## src/rtl/mt_addr_seq.sv

```systemverilog
module mt_addr_seq #(
  parameter int ROW_W  = 3,
  parameter int BANK_W = 2,
  parameter int COL_W  = 2,
  localparam int AW    = ROW_W + BANK_W + COL_W
) (
  input  logic              clk,
  input  logic              rst_n,
  input  logic              start,
  input  logic [1:0]        range_mode,
  input  logic [AW-1:0]     lo_addr,
  input  logic [AW-1:0]     hi_addr,
  input  logic [1:0]        order,
  input  logic              descend,
  input  logic [1:0]        rank_sel,
  input  logic              req,
  output logic [ROW_W-1:0]  row_o,
  output logic [BANK_W-1:0] bank_o,
  output logic [COL_W-1:0]  col_o,
  output logic [1:0]        rank_o,
  output logic              busy_o,
  output logic              last_o
);
  localparam int CB = COL_W + BANK_W;

  logic [ROW_W-1:0]  row_q, r_lo, r_hi, r_nx, in_r_lo, in_r_hi;
  logic [BANK_W-1:0] bank_q, b_lo, b_hi, b_nx, in_b_lo, in_b_hi;
  logic [COL_W-1:0]  col_q, c_lo, c_hi, c_nx, in_c_lo, in_c_hi;
  logic [1:0]        ord_q, rank_q, lv_r, lv_b, lv_c;
  logic              dsc_q, ph_q, busy_q;
  logic              full, single, r_end, b_end, c_end, in_end, mid_end;
  logic              adv_r, adv_b, adv_c, last;

  assign full   = range_mode == 2'b11;
  assign single = !range_mode[1];

  assign in_r_lo = full ? '0 : lo_addr[AW-1:CB];
  assign in_b_lo = full ? '0 : lo_addr[CB-1:COL_W];
  assign in_c_lo = full ? '0 : lo_addr[COL_W-1:0];
  assign in_r_hi = full ? '1 : single ? lo_addr[AW-1:CB]    : hi_addr[AW-1:CB];
  assign in_b_hi = full ? '1 : single ? lo_addr[CB-1:COL_W] : hi_addr[CB-1:COL_W];
  assign in_c_hi = full ? '1 : single ? lo_addr[COL_W-1:0]  : hi_addr[COL_W-1:0];

  assign r_end = dsc_q ? (row_q == r_lo)  : (row_q == r_hi);
  assign b_end = dsc_q ? (bank_q == b_lo) : (bank_q == b_hi);
  assign c_end = dsc_q ? (col_q == c_lo)  : (col_q == c_hi);

  assign r_nx = r_end ? (dsc_q ? r_hi : r_lo) : (dsc_q ? row_q - 1'b1  : row_q + 1'b1);
  assign b_nx = b_end ? (dsc_q ? b_hi : b_lo) : (dsc_q ? bank_q - 1'b1 : bank_q + 1'b1);
  assign c_nx = c_end ? (dsc_q ? c_hi : c_lo) : (dsc_q ? col_q - 1'b1  : col_q + 1'b1);

  always_comb begin
    case (ord_q)
      2'b00:   begin lv_c = 2'd0; lv_r = 2'd1; lv_b = 2'd2; end
      2'b01:   begin lv_r = 2'd0; lv_c = 2'd1; lv_b = 2'd2; end
      2'b11:   begin lv_c = 2'd0; lv_b = 2'd1; lv_r = 2'd2; end
      default: begin
        lv_b = 2'd2;
        lv_c = ph_q ? 2'd1 : 2'd0;
        lv_r = ph_q ? 2'd0 : 2'd1;
      end
    endcase
  end

  assign in_end  = (lv_c == 2'd0 && c_end) || (lv_r == 2'd0 && r_end) || (lv_b == 2'd0 && b_end);
  assign mid_end = (lv_c == 2'd1 && c_end) || (lv_r == 2'd1 && r_end) || (lv_b == 2'd1 && b_end);

  assign adv_c = (lv_c == 2'd0) || (lv_c == 2'd1 && in_end) || (lv_c == 2'd2 && in_end && mid_end);
  assign adv_r = (lv_r == 2'd0) || (lv_r == 2'd1 && in_end) || (lv_r == 2'd2 && in_end && mid_end);
  assign adv_b = (lv_b == 2'd0) || (lv_b == 2'd1 && in_end) || (lv_b == 2'd2 && in_end && mid_end);

  assign last = busy_q && r_end && b_end && c_end;

  always_ff @(posedge clk or negedge rst_n) begin
    if (!rst_n) begin
      row_q <= '0; bank_q <= '0; col_q <= '0;
      r_lo <= '0; r_hi <= '0; b_lo <= '0; b_hi <= '0; c_lo <= '0; c_hi <= '0;
      ord_q <= '0; rank_q <= '0; dsc_q <= 1'b0; ph_q <= 1'b0; busy_q <= 1'b0;
    end else if (start) begin
      r_lo <= in_r_lo; r_hi <= in_r_hi;
      b_lo <= in_b_lo; b_hi <= in_b_hi;
      c_lo <= in_c_lo; c_hi <= in_c_hi;
      row_q  <= descend ? in_r_hi : in_r_lo;
      bank_q <= descend ? in_b_hi : in_b_lo;
      col_q  <= descend ? in_c_hi : in_c_lo;
      ord_q  <= order;
      dsc_q  <= descend;
      rank_q <= rank_sel;
      ph_q   <= 1'b0;
      busy_q <= 1'b1;
    end else if (busy_q && req) begin
      if (last) begin
        busy_q <= 1'b0;
      end else begin
        if (adv_r) row_q  <= r_nx;
        if (adv_b) bank_q <= b_nx;
        if (adv_c) col_q  <= c_nx;
        if (in_end && mid_end) ph_q <= !ph_q;
      end
    end
  end

  assign row_o  = row_q;
  assign bank_o = bank_q;
  assign col_o  = col_q;
  assign rank_o = rank_q;
  assign busy_o = busy_q;
  assign last_o = last;
endmodule

```

## config.mk

```make
export PLATFORM = sky130hd
export DESIGN_NAME = mt_addr_seq
export DESIGN_NICKNAME = d
export VERILOG_FILES = /design/src/rtl/mt_addr_seq.sv
export SDC_FILE = /design/constraint.sdc
export NUM_CORES = 1
export LEC_CHECK = 0
export ABC_CLOCK_PERIOD_IN_PS = 5500
export BUFFER_PORTS_ARGS = -buffer_cell sky130_fd_sc_hd__buf_2
export CAP_MARGIN = 5
export CORE_MARGIN = 4
export CORE_UTILIZATION = 40
export DETAILED_ROUTE_END_ITERATION = 8
export PLACE_DENSITY = 0.66
export REMOVE_ABC_BUFFERS = 1
export SETUP_SLACK_MARGIN = 0.5
export SLEW_MARGIN = 30
export SYNTH_ARGS = -nofsm -noshare
export SYNTH_HDL_FRONTEND = slang
export SYNTH_SLANG_ARGS = --single-unit
```

## constraint.sdc

```tcl
create_clock -name clk -period 5.5 [get_ports clk]
set_clock_uncertainty 0.1 [all_clocks]
set_input_delay 1.65 -clock clk [delete_from_list [all_inputs] [get_ports clk]]
set_output_delay 1.65 -clock clk [all_outputs]
set_load 0.01 [all_outputs]
```

# [Word level (Yosys, flattened, before mapping)]
# Index checks and enable logic that the tools add are counted.
[word_totals] ff_bits=28 output_inout_bits=11 inputBits=25
[classes] n_eq_ne=16 n_addsub=6 n_mux=48 reduce_logical=47
[ops] op="2-to-1 mux 2 bit" n=23
[ops] op="2-to-1 mux 3 bit" n=11
[ops] op="logical AND 1 bit" n=20
[ops] op="2-to-1 mux 1 bit" n=12
[ops] op="AND reduction 3 bit" n=4
[ops] op="nonzero test 2 bit" n=6
[ops] op="equality test 2 bit (second input constant)" n=5
[ops] op="logical OR 1 bit" n=10
[ops] op="equality test 2 x 1 -> 1 bit (second input constant)" n=4
[ops] op="equality test 2 bit" n=4
[ops] op="zero test 2 bit" n=4
[ops] op="equality test 3 bit" n=2
[ops] op="case mux 2 bit (3 select lines)" n=1
[ops] op="adder 2 x 1 -> 2 bit (second input constant)" n=2
[ops] op="subtractor 2 x 1 -> 2 bit (second input constant)" n=2
[ops] op="adder 3 x 1 -> 3 bit (second input constant)" n=1
[ops] op="subtractor 3 x 1 -> 3 bit (second input constant)" n=1
[ops] op="inequality test 2 bit (second input constant)" n=1
[ops] op="case mux 1 bit (2 select lines)" n=1
[ops] op="AND reduction 2 bit" n=1
[ops] op="OR reduction 2 bit" n=1
[ops] op="zero test 1 bit" n=1

# [Depth between registers and ports, before layout]
[depth] word_depth=14 depth_mapped=9 mapped_depth_nobuf=7

# [Least setup slack after synthesis]
# No wires, ideal clock.
[synth_path] kind="reg-to-output" start="register b_hi[1]" end="output last_o" path_slack_ps=2265 n_path_buf=1 arrival_ps=1485 required_time_ps=3750 stages_incl_launch_ff=6 path_cell_list="dfrtp_1 -> clkbuf_1 -> mux2i_1 -> xnor2_1 -> nor4_4 -> and3_1"
[synth_via] elab_chain_len=4
[synth_rtl] element="from (decl)" line_no="27" source="logic [BANK_W-1:0] bank_q, b_lo, b_hi, b_nx, in_b_lo, in_b_hi;"
[synth_rtl] element="from (signal assigned)" line_no="81" source="b_lo <= in_b_lo; b_hi <= in_b_hi;"
[synth_rtl] element="equality test 2 bit" line_no="45" source="assign b_end = dsc_q ? (bank_q == b_lo) : (bank_q == b_hi);"
[synth_rtl] element="2-to-1 mux 1 bit" line_no="45"
[synth_rtl] element="logical AND 1 bit (2 in a row)" line_no="72" source="assign last = busy_q && r_end && b_end && c_end;"
[synth_rtl] element="to (decl)" line_no="22" source="output logic last_o"
# Every way passes these cells.

# [Worst setup path in the final report]
[layout_path] start="register dsc_q" end="output last_o"
[layout_via] elab_chain_len=4
[layout_rtl] element="from (decl)" line_no="30" source="logic dsc_q, ph_q, busy_q;"
[layout_rtl] element="from (signal assigned)" line_no="87" source="dsc_q <= descend;"
[layout_rtl] element="2-to-1 mux 1 bit" line_no="44" source="assign r_end = dsc_q ? (row_q == r_lo) : (row_q == r_hi);"
[layout_rtl] element="logical AND 1 bit (2 in a row)" line_no="72"
[layout_rtl] element="logical AND 1 bit *" line_no="72"
# Mark *: on every way between the ends. The rest lies on a longest branch, timed or not.

==> impl_results.md <==
* Seq cells post-synth at 28
* Worst slew pin tran at 0.9060 ns
* Setup slack, reg-to-reg at roughly 2.6 ns
* Vias at roughly 1,900
* Pre-CTS setup slack at ~1.5 ns
* Cell count of the worst reg-to-reg path at 6
* First-pass GRT wire length at between 8000 and 9000 um
* Final Max Tran Viols at 0
* Root Buffer Master: clkbuf_8
* Fin Hold WS at around 0.43 ns
* Slowest-stage cell, CP: dfrtp_1
* CP max FO at 19
* Setup TNS at 0 ns
* Clock Path Buffers at 2
* RSZ-0062 raised after global routing: no
* Setup violators final at 0
* P per Cell Area at 306.4 nW/um2
* GRT overflow at 0
* Final Hold Fails at 0
* Synth cell count leaders: 28 x dfrtp_1, 25 x o21ai_0, 22 x nor2_1
* Worst path max stage delay at 0.95 ns
* CP Cell Sequence: mux2i_4, xnor2_1, nor4_4, and3_1, buf_2
* Clock latency on the worst-skew pair at between 0.2 and 0.3 ns
* Mapped Cells at 240
* Synth unique cells at 52
* DIE AREA at 6410 um2
* Startpoint types: register
* Final period util at ~78%
* Antenna-violating nets left at 0
* Hold-fix buffers at CTS at 0
* Sink Count at 28
* Starting density of the core at between 40% and 50%
* Status: finished clean
* Nets@finish at slightly below 300
* Top post-synthesis cells by area: dfrtp_1 34%, mux2_2 7.0%, o21ai_0 6.0%
* Ys Warns at 0
* Largest net degree at the start of global routing at 50
* RePlAce Congestion at ~0.85
* Worst path required time at roughly 3.8 ns
* Die Y at roughly 80 um
* # rows at 25
* H-tree Lvls at 1
* Chip width at roughly 80 um
* Vias in the first global route at between 1,500 and 2,000
* Most frequent cell after synthesis: dfrtp_1
* Minimum clock period at between 4 and 5 ns
* Boundary pin count at 36
* Yosys top cell by area: dfrtp_1
* Number of DRC markers in iteration 0 at 95
* GRT Total Usage at roughly 16%
* Worst Setup End Kind: output pin
* Synth Cell Area at 2077 um2
* LEAKAGE at approximately 1.0 nW
* Share of the synthesized area in the top cell type at between 30% and 40%
* Final WL at approximately 5000 um
* Origin of the critical flop-to-flop path: dsc_q$_DFFE_PN0P_
* Post-CTS sizing at 0
* Syn avg cell area at between 8 and 9 um2
* Asr flop ratio synth at between 90% and 100%
* Antenna violations before repair at 0
* Setup ws final at between 1 and 1.5 ns
* Residual DRC at 0
* Crit path kind: reg -> out
* Post-DR wirelength/cell at 15.10 um
* CP startpoint: dsc_q$_DFFE_PN0P_
* Post-CTS Setup Inserts at 0
* Post-synth EDFFs at 0
* Detail Placement HPWL at 3648 um
* Inserted Diodes at 0
* Total CTS buffers at 3
* FMAX at 233.8 MHz
* DRT Pass-1 Iters at 4
* Worst Path Arrival at 2.53 ns
* Hold/Removal Path Class: reg -> reg
* Core area at 4880 um2
* VDD IR-drop max at approximately 0.21 mV
* Fraction of layout cells with a size suffix above 1 at 22.73%
* Max-cap violations at 0
* Vias/cell at between 5 and 6
* Relative slew slack at approximately 40%
* Layout fillers at 478
* Port Buffer Count at 35
* Reg clk slew, reported paths at 0.10 ns
* FF-to-FF End: col_o[0]$_DFFE_PN0P_
* Area Growth Syn to Fin at 12.11%
* CTS tree: yes
* Sequential area share after synthesis at 33.73%
* CP Capture Point: last_o
* Top_reg_cell synth: dfrtp_1
-- power by group --
part	internal (mW)	switching (mW)
clock	0.0641	0.0658
sequential	0.235	0.0486
combinational	0.139	0.160
total	0.439	0.274
-- how the worst min path moves through the flow --
stage	start	endpoint	slack, ns	cells past startpoint
after global placement	rank_o[0]$_DFFE_PN0P_	rank_o[0]$_DFFE_PN0P_	0.39	1
after global routing	rank_o[0]$_DFFE_PN0P_	rank_o[0]$_DFFE_PN0P_	0.44	1
after detailed placement	rank_o[0]$_DFFE_PN0P_	rank_o[0]$_DFFE_PN0P_	0.40	1
final	rank_o[0]$_DFFE_PN0P_	rank_o[0]$_DFFE_PN0P_	0.43	1
after CTS	rank_o[0]$_DFFE_PN0P_	rank_o[0]$_DFFE_PN0P_	0.42	1
after floorplan	r_hi[0]$_DFFE_PN0P_	r_hi[0]$_DFFE_PN0P_	0.40	1
-- registers in the layout (all words and copies together) (netlist names) --
name / cells
c_lo: 2
busy_o: 1
row_o: 3
ph_q: 1
ord_q: 2
c_hi: 2
r_hi: 3
bank_o: 2
r_lo: 3
b_hi: 2
rank_o: 2
col_o: 2
b_lo: 2
dsc_q: 1
-- logic make-up (layout without fill, tap and decap cells) --
kind of cell    Yosys count  after routing  share of synthesized area (%)
compound gates           70             70                          21.45
buf+inv                  30             54                          5.904
xor+xnor                  9              9                          3.795
simple gates             74             74                          18.19
flops                    28             28                          33.73
mux                      28             28                          15.96
fa+ha+maj                 1              1                         0.9639
-- metal layers --
metal	global-route usage (%)	vias up	part of all wire [%]
li1	-	923	-
met1	23.19	874	46
met2	24.75	50	47
met3	2.803	8	5.1
met4	4.730	0	1.6
met5	0	-	0
-- layout make-up --
class / count / area (um2) / share of cell area, %
well taps: 67 / 83.83 / 3.600
clock buffers: 4 / 55.05 / 2.364
flip-flops and latches: 28 / 700.7 / 30.09
inverters: 14 / 52.55 / 2.257
multi-input cells: 182 / 1254 / 53.84
repair buffers: 36 / 182.7 / 7.845
-- metrics by stage --
stage	util [%]	std cells	power, mW	area [um2]
after floorplan	-	224	0.4954	2007
after global placement	46.59	327	0.5813	2273
after detailed placement	46.59	327	0.5855	2273
after CTS	47.72	331	0.7171	2328
after global routing	47.72	331	0.7654	2328
final	47.72	331	0.7134	2328
-- layout by cell type, fill, tap and decap left out, drive strengths merged, types with 2 or more instances in the layout --
master and n:
nor2b 3, inv 14, nand3 10, nor2 22
nor4 2, o31ai 2, o21ai 26, a21oi 15
a21boi 2, a31oi 4, nor3 4, dfrtp 28
and4 2, nand2 17, o31a 2, or3 2
xor2 3, o211ai 3, and4b 2, and3 4
mux2i 13, buf 36, a311oi 4, mux2 15
xnor2 6, clkbuf 4
-- worst max-delay path, delay by kind of cell, from the launching register on --
family / cells / cell delay, ns
xor gates and xnor gates: 1 / 0.15
buffers and inverters: 1 / 0.13
DFF: 1 / 0.95
muxes: 1 / 0.38
and+or+nand+nor: 2 / 0.64
Note: power is estimated with default switching activity, not from simulation.
